### config.mk
export PLATFORM = sky130hd
export DESIGN_NAME = cpuhp_regwin
export DESIGN_NICKNAME = d
export VERILOG_FILES = /design/src/rtl/cpuhp_pkg.sv /design/src/rtl/cpuhp_slot_bank.sv /design/src/rtl/cpuhp_next_pending.sv /design/src/rtl/cpuhp_regwin.sv
export SDC_FILE = /design/constraint.sdc
export NUM_CORES = 1
export LEC_CHECK = 0
export BUFFER_PORTS_ARGS = -buffer_cell sky130_fd_sc_hd__buf_2
export CORE_MARGIN = 3
export CORE_UTILIZATION = 53
export CTS_CLUSTER_SIZE = 16
export DETAILED_ROUTE_END_ITERATION = 7
export PLACE_DENSITY = 0.83
export SYNTH_ARGS = -nofsm -noshare
export SYNTH_HDL_FRONTEND = slang
export SYNTH_HIERARCHICAL = 1
export SYNTH_SLANG_ARGS = --single-unit
### constraint.sdc
create_clock -name clk -period 4.1 [get_ports clk]
set_input_delay 0.82 -clock clk [delete_from_list [all_inputs] [get_ports clk]]
set_output_delay 0.82 -clock clk [all_outputs]
set_load 0.005 [all_outputs]
### src/rtl/cpuhp_pkg.sv
package cpuhp_pkg;

  typedef enum logic [7:0] {
    CMD_SCAN   = 8'd0,
    CMD_OST_EV = 8'd1,
    CMD_OST_ST = 8'd2,
    CMD_ID     = 8'd3
  } cmd_e;

  localparam logic [7:0] CMD_LIMIT = 8'd4;

  // Status byte layout seen on reads of offset 4.
  function automatic logic [7:0] pack_flags(input logic pres, input logic ins,
                                            input logic rmv, input logic fwr);
    return {3'b000, fwr, 1'b0, rmv, ins, pres};
  endfunction

  // Lane-wise merge of a write into a 32-bit register.
  function automatic logic [31:0] merge_lanes(input logic [31:0] old_v,
                                              input logic [31:0] new_v,
                                              input logic [3:0]  be);
    logic [31:0] r;
    for (int b = 0; b < 4; b++)
      r[b*8 +: 8] = be[b] ? new_v[b*8 +: 8] : old_v[b*8 +: 8];
    return r;
  endfunction

  // Architectural ID of slot idx.
  function automatic logic [63:0] slot_id(input logic [63:0] base,
                                          input logic [63:0] stride,
                                          input int unsigned idx);
    return base + stride * 64'(idx);
  endfunction

endpackage

### src/rtl/cpuhp_slot_bank.sv
module cpuhp_slot_bank #(
  parameter int NSLOT = 4
)(
  input  logic             clk,
  input  logic             rst_n,
  input  logic [NSLOT-1:0] plug_stb,
  input  logic [NSLOT-1:0] plug_hot,
  input  logic [NSLOT-1:0] unplug_req,
  input  logic [NSLOT-1:0] unplug_done,
  input  logic [NSLOT-1:0] clr_ins,
  input  logic [NSLOT-1:0] clr_rmv,
  input  logic [NSLOT-1:0] do_eject,
  input  logic [NSLOT-1:0] set_fwr,
  output logic [NSLOT-1:0] present,
  output logic [NSLOT-1:0] ins_pend,
  output logic [NSLOT-1:0] rmv_pend,
  output logic [NSLOT-1:0] fwr_pend
);

  for (genvar i = 0; i < NSLOT; i++) begin : g_slot
    logic p_q, i_q, r_q, f_q;

    always_ff @(posedge clk) begin
      if (!rst_n) begin
        p_q <= 1'b0;
        i_q <= 1'b0;
        r_q <= 1'b0;
        f_q <= 1'b0;
      end else begin
        // hardware events take precedence over software clears
        if (plug_stb[i])                        p_q <= 1'b1;
        else if (unplug_done[i] || do_eject[i]) p_q <= 1'b0;

        if (plug_stb[i] && plug_hot[i]) i_q <= 1'b1;
        else if (clr_ins[i])            i_q <= 1'b0;

        if (unplug_req[i])   r_q <= 1'b1;
        else if (clr_rmv[i]) r_q <= 1'b0;

        if (do_eject[i])     f_q <= 1'b0;
        else if (set_fwr[i]) f_q <= 1'b1;
      end
    end

    assign present[i]  = p_q;
    assign ins_pend[i] = i_q;
    assign rmv_pend[i] = r_q;
    assign fwr_pend[i] = f_q;
  end

endmodule

### src/rtl/cpuhp_next_pending.sv
module cpuhp_next_pending #(
  parameter int NSLOT = 4,
  parameter int IDX_W = 2
)(
  input  logic [NSLOT-1:0] pending,
  input  logic [IDX_W-1:0] start,
  output logic             found,
  output logic [IDX_W-1:0] hit_idx
);

  // Rotating search; iterating from the far end lets the nearest hit win.
  always_comb begin
    found   = 1'b0;
    hit_idx = start;
    for (int k = NSLOT - 1; k >= 0; k--) begin
      int cand;
      cand = int'(start) + k;
      if (cand >= NSLOT) cand = cand - NSLOT;
      if (pending[cand]) begin
        found   = 1'b1;
        hit_idx = IDX_W'(cand);
      end
    end
  end

endmodule

### src/rtl/cpuhp_regwin.sv
module cpuhp_regwin
  import cpuhp_pkg::*;
#(
  parameter int          NSLOT     = 4,
  parameter logic [63:0] ID_BASE   = 64'h0000_00A0_0000_0010,
  parameter logic [63:0] ID_STRIDE = 64'h0000_0001_0000_0101
)(
  input  logic             clk,
  input  logic             rst_n,
  input  logic             bus_en,
  input  logic             bus_we,
  input  logic [3:0]       bus_addr,
  input  logic [3:0]       bus_be,
  input  logic [31:0]      bus_wdata,
  output logic [31:0]      bus_rdata,
  input  logic [NSLOT-1:0] plug_stb,
  input  logic [NSLOT-1:0] plug_hot,
  input  logic [NSLOT-1:0] unplug_req,
  input  logic [NSLOT-1:0] unplug_done,
  output logic             evt_irq,
  output logic [NSLOT-1:0] eject_req,
  output logic             ost_stb,
  output logic [31:0]      ost_slot,
  output logic [31:0]      ost_event,
  output logic [31:0]      ost_status
);

  localparam int IDX_W = (NSLOT > 1) ? $clog2(NSLOT) : 1;

  logic [31:0]      sel_q;
  logic [7:0]       cmd_q;
  logic [31:0]      ost_ev_q [NSLOT];
  logic [31:0]      ost_st_q [NSLOT];

  logic             sel_valid;
  logic [IDX_W-1:0] sel_idx;
  logic [NSLOT-1:0] sel_hot;
  logic [1:0]       word;
  logic             wr_sel, wr_any, wr_flags, wr_cmd, wr_data;
  logic [7:0]       fbyte, cmd_new;
  logic             act_clr_ins, act_clr_rmv, act_eject, act_fwr, removable;
  logic             cmd_ok, scan_go;
  logic [NSLOT-1:0] present_vec, ins_vec, rmv_vec, fwr_vec;
  logic             nx_found;
  logic [IDX_W-1:0] nx_idx;
  logic [63:0]      cur_id;

  assign sel_valid = (sel_q < 32'(NSLOT));
  assign sel_idx   = sel_q[IDX_W-1:0];
  assign sel_hot   = sel_valid ? (NSLOT'(1) << sel_idx) : '0;
  assign word      = bus_addr[3:2];

  // write decode: only offset 0 is accepted with an invalid selector
  assign wr_sel   = bus_en && bus_we && (word == 2'd0);
  assign wr_any   = bus_en && bus_we && sel_valid;
  assign wr_flags = wr_any && (word == 2'd1) && bus_be[0];
  assign wr_cmd   = wr_any && (word == 2'd1) && bus_be[1];
  assign wr_data  = wr_any && (word == 2'd2);

  assign fbyte   = bus_wdata[7:0];
  assign cmd_new = bus_wdata[15:8];

  // priority decode of the flags byte
  assign act_clr_ins = wr_flags && fbyte[1];
  assign act_clr_rmv = wr_flags && !fbyte[1] && fbyte[2];
  assign act_eject   = wr_flags && !fbyte[1] && !fbyte[2] && fbyte[3];
  assign act_fwr     = wr_flags && !fbyte[1] && !fbyte[2] && !fbyte[3] && fbyte[4];
  assign removable   = sel_valid && present_vec[sel_idx] && (sel_idx != '0);

  assign eject_req = sel_hot & {NSLOT{act_eject && removable}};

  assign cmd_ok  = wr_cmd && (cmd_new < CMD_LIMIT);
  assign scan_go = cmd_ok && (cmd_new == CMD_SCAN);

  cpuhp_slot_bank #(.NSLOT(NSLOT)) u_bank (
    .clk         (clk),
    .rst_n       (rst_n),
    .plug_stb    (plug_stb),
    .plug_hot    (plug_hot),
    .unplug_req  (unplug_req),
    .unplug_done (unplug_done),
    .clr_ins     (sel_hot & {NSLOT{act_clr_ins}}),
    .clr_rmv     (sel_hot & {NSLOT{act_clr_rmv}}),
    .do_eject    (eject_req),
    .set_fwr     (sel_hot & {NSLOT{act_fwr && removable}}),
    .present     (present_vec),
    .ins_pend    (ins_vec),
    .rmv_pend    (rmv_vec),
    .fwr_pend    (fwr_vec)
  );

  cpuhp_next_pending #(.NSLOT(NSLOT), .IDX_W(IDX_W)) u_next (
    .pending (ins_vec | rmv_vec | fwr_vec),
    .start   (sel_idx),
    .found   (nx_found),
    .hit_idx (nx_idx)
  );

  always_ff @(posedge clk) begin
    if (!rst_n) begin
      sel_q <= '0;
      cmd_q <= CMD_SCAN;
    end else begin
      if (wr_sel)                   sel_q <= merge_lanes(sel_q, bus_wdata, bus_be);
      else if (scan_go && nx_found) sel_q <= 32'(nx_idx);
      if (cmd_ok)                   cmd_q <= cmd_new;
    end
  end

  always_ff @(posedge clk) begin
    if (!rst_n) begin
      for (int i = 0; i < NSLOT; i++) begin
        ost_ev_q[i] <= '0;
        ost_st_q[i] <= '0;
      end
    end else begin
      for (int i = 0; i < NSLOT; i++) begin
        if (wr_data && sel_hot[i] && cmd_q == CMD_OST_EV) ost_ev_q[i] <= bus_wdata;
        if (wr_data && sel_hot[i] && cmd_q == CMD_OST_ST) ost_st_q[i] <= bus_wdata;
      end
    end
  end

  always_ff @(posedge clk) begin
    if (!rst_n) begin
      ost_stb    <= 1'b0;
      ost_slot   <= '0;
      ost_event  <= '0;
      ost_status <= '0;
      evt_irq    <= 1'b0;
    end else begin
      ost_stb <= wr_data && (cmd_q == CMD_OST_ST);
      if (wr_data && cmd_q == CMD_OST_ST) begin
        ost_slot   <= sel_q;
        ost_event  <= ost_ev_q[sel_idx];
        ost_status <= bus_wdata;
      end
      evt_irq <= (|(plug_stb & plug_hot)) || (|unplug_req);
    end
  end

  assign cur_id = slot_id(ID_BASE, ID_STRIDE, int'(sel_idx));

  always_comb begin
    bus_rdata = '0;
    if (bus_en && !bus_we && sel_valid) begin
      unique case (word)
        2'd0: bus_rdata = (cmd_q == CMD_ID) ? cur_id[63:32] : 32'd0;
        2'd1: bus_rdata = {24'd0, pack_flags(present_vec[sel_idx], ins_vec[sel_idx],
                                             rmv_vec[sel_idx], fwr_vec[sel_idx])};
        2'd2: begin
          if (cmd_q == CMD_ID)        bus_rdata = cur_id[31:0];
          else if (cmd_q == CMD_SCAN) bus_rdata = sel_q;
        end
        default: bus_rdata = '0;
      endcase
    end
  end

endmodule

==> flow_summary.json <==
{
  "r2r_cells": 6,
  "wl_mm": 28.1,
  "cp_num_buf_inv": 1,
  "start_util_pct": 54.4,
  "ys.flop_type": "dfxtp_1",
  "yosysTopAreaCellShare_pct": 33.3,
  "drc": 0,
  "synth_edf_count": 128,
  "max_stage_delay_ns": 0.60,
  "synth_cells": 1069,
  "finalClockSkew_ns": 0.0142,
  "htree_num_levels": 1,
  "cts_sinks": 282,
  "root_buffer": "clkbuf_16",
  "io_buffer_count": 166,
  "setup_violations": 0,
  "cts_tree": "done",
  "cts_setup_buffers": 0,
  "dpl.hpwl_mm": 18.3,
  "p_sw_mw": 1.26,
  "cts_buffer_depth": 3,
  "critPathLaunchType": "register",
  "grtUsageTotal_pct": 23.4,
  "final_area_um2": 13300,
  "reg2reg_to": "ost_ev_q[0][29]",
  "max-cap-violations": 0,
  "min_delay_path_depth": 2,
  "seq_area_frac_synth_pct": 60.0,
  "p_leak_nw": 5.20,
  "dp_cells": 1438,
  "fillerInstances": 1630,
  "grt_overflow": 0,
  "tightest_slew_ns": 0.846,
  "yosys.area.top_type": "edfxtp_1",
  "pwr_density_cell_nw_per_um2": 449,
  "post_cts_resized": 0,
  "fin_crit_sh_pct": 90.3,
  "min_period_ns": 3.70,
  "cp_top_family": "simple AND/OR/NAND/NOR gates",
  "final_antenna_net_count": 0,
  "synth_area_leaders": "edfxtp_1 33%, dfxtp_1 27%, mux4_2 6.8%",
  "relSlewSlack_pct": 43.6,
  "final_core_util_pct": 62.6,
  "cts_made_buffers": 27,
  "netlist_area_um2": 11500,
  "final-hold-violation-count": 0,
  "crit_type": "reg2out",
  "finalSetupTns_ns": 0,
  "areaGrowthSynthToFinish_pct": 15.2,
  "async_reset_ff_share_pct": 0,
  "grt_pass1_wl_mm": 45.1,
  "slowest_stage": "nor4_1",
  "drv_slew": 0,
  "yosys_warnings": 6,
  "row_count": 53,
  "die-area_um2": 23600,
  "clockPowerShare_pct": 44.9,
  "place_ws_ns": 0.725,
  "core_area_um2": 21200,
  "layout.nets": 1252,
  "grt_pass1_vias": 8429,
  "timing.fmax_mhz": 270,
  "irDropWorstVdd_mv": 0.316,
  "drt_iter0_drc": 748,
  "grt_max_degree": 87,
  "rsz0062_at_grt": "false",
  "place.gp.congestion": 0.855,
  "yosys-top-cells-count": "158 x nor2_1, 154 x dfxtp_1, 128 x edfxtp_1",
  "antenna_found_initial": 4,
  "min_from": "cmd_q[4]",
  "p_int_mw": 4.70,
  "io_pins": 194,
  "path_cells": "nor4_1, nand4_1, nor4_1, and2_1, and4b_1, buf_2",
  "die-height_um": 154,
  "pwr-share-seq_pct": 50.5,
  "yosys.cell_count.top_type": "nor2_1",
  "path_clk_slew_ns": 0.06,
  "wl_per_cell_um": 18.9,
  "post_synth.cell_area_avg_um2": 10.8,
  "cp_max_fo": 7,
  "whs_endpoint": "cmd_q[4]",
  "p_total_mw": 5.96,
  "hold_buffers": 0,
  "synth_cell_type_count": 49,
  "setup_ws_ns": 0.397,
  "cp.required_ns": 3.28,
  "combPwrFrac_pct": 4.6,
  "synth_seq_cells": 282,
  "cp-end-kind": "output port",
  "r2r_start": "cmd_q[7]",
  "layout.cells.non_filler": 1488,
  "placed_cell_area_um2": 12300,
  "swShare_pct": 21.1,
  "status": "complete, no violations",
  "whs_ns": 0.426,
  "regToRegSetupSlack_ns": 0.89,
  "drt_pass1_iterations": 5,
  "min_path_type": "reg2reg",
  "cp_common_cell": "nor4_1",
  "insertion_delay_ns": 0.52,
  "drive_gt1_share_pct": 23.1,
  "die_x_um": 154,
  "vias": 8542,
  "arrival_ns": 2.88,
  "routed_via_density": 5.74
}
==> cells by family after synthesis <==
kind of cell / share of synthesized area, %
multiplexers: 7.54
other: 0.0325
AO/OA/AOI/OAI: 6.42
XOR/XNOR: 0.0759
flip-flops: 60.0
AND/OR/NAND/NOR: 19.7
buffers and inverters: 6.22
==> registers in the layout, summed over array words and instances, names as in the netlist, 8 cells and up <==
signal      count
cmd_q           8
ost_ev_q      128
ost_event      32
ost_slot       32
ost_status     32
sel_q          32
==> worst min-delay path, stage by stage, from the launching register on <==
cell     delay [ns]
dfxtp_1        0.31
inv_1          0.04
nor2_1         0.03
==> how the worst max path moves through the flow <==
| stage | from | endpoint | depth (start not counted) |
|---|---|---|---|
| detailed placement | bus_addr[2] | ost_ev_q[0][5] | 7 |
| CTS | sel_q[2] | eject_req[2] | 6 |
| global placement | bus_addr[2] | ost_ev_q[1][5] | 7 |
| global route | sel_q[2] | eject_req[2] | 6 |
| floorplan | bus_addr[2] | ost_ev_q[3][0] | 7 |
| finish | sel_q[2] | eject_req[2] | 6 |
==> layout by cell type, fill, tap and decap left out, types with 7 or more instances in the layout <==
cell type | synthesis | routed
buf_2 | 0 | 165
nor2_1 | 158 | 158
dfxtp_1 | 154 | 152
edfxtp_1 | 128 | 128
nand2_1 | 121 | 121
nand3_1 | 98 | 98
o21ai_1 | 66 | 66
a21oi_1 | 36 | 36
mux4_2 | 35 | 35
and3_1 | 31 | 31
clkbuf_16 | 0 | 29
conb_1 | 1 | 28
buf_4 | 41 | 16
nor4_1 | 12 | 12
nand2b_1 | 10 | 10
nor3b_1 | 9 | 9
nor3_1 | 9 | 8
inv_1 | 8 | 8
o21a_1 | 8 | 8
mux2i_1 | 7 | 7
clkinv_2 | 0 | 7
==> layer usage <==
metal	GRT usage [%]	vias up	wire, µm
met5	0	-	34
met4	8.12	6	903
met3	5.09	74	2400
met2	39.2	401	13900
met1	30.3	4107	10900
li1	-	3954	-
==> area by class of cell <==
class | instances | area (µm²) | area share, %
antenna | 1 | 2.50 | 0.0188
clock buffer | 36 | 802 | 6.04
clock inverter | 13 | 169 | 1.27
inverter | 9 | 33.8 | 0.254
multi-input combinational | 688 | 4000 | 30.1
sequential | 282 | 6930 | 52.2
tap | 275 | 344 | 2.59
timing repair buffer | 184 | 1010 | 7.57
==> power groups by stage <==
stage | clock (mW) | sequential [mW] | combinational, mW
finish | 2.67 | 3.01 | 0.276
global route | 2.81 | 3.01 | 0.301
CTS | 2.69 | 3.01 | 0.273
detailed placement | 0 | 3.07 | 0.271
global placement | 0 | 3.06 | 0.265
floorplan | 0 | 3.06 | 0.197
Power figures use the tool's default switching activity.
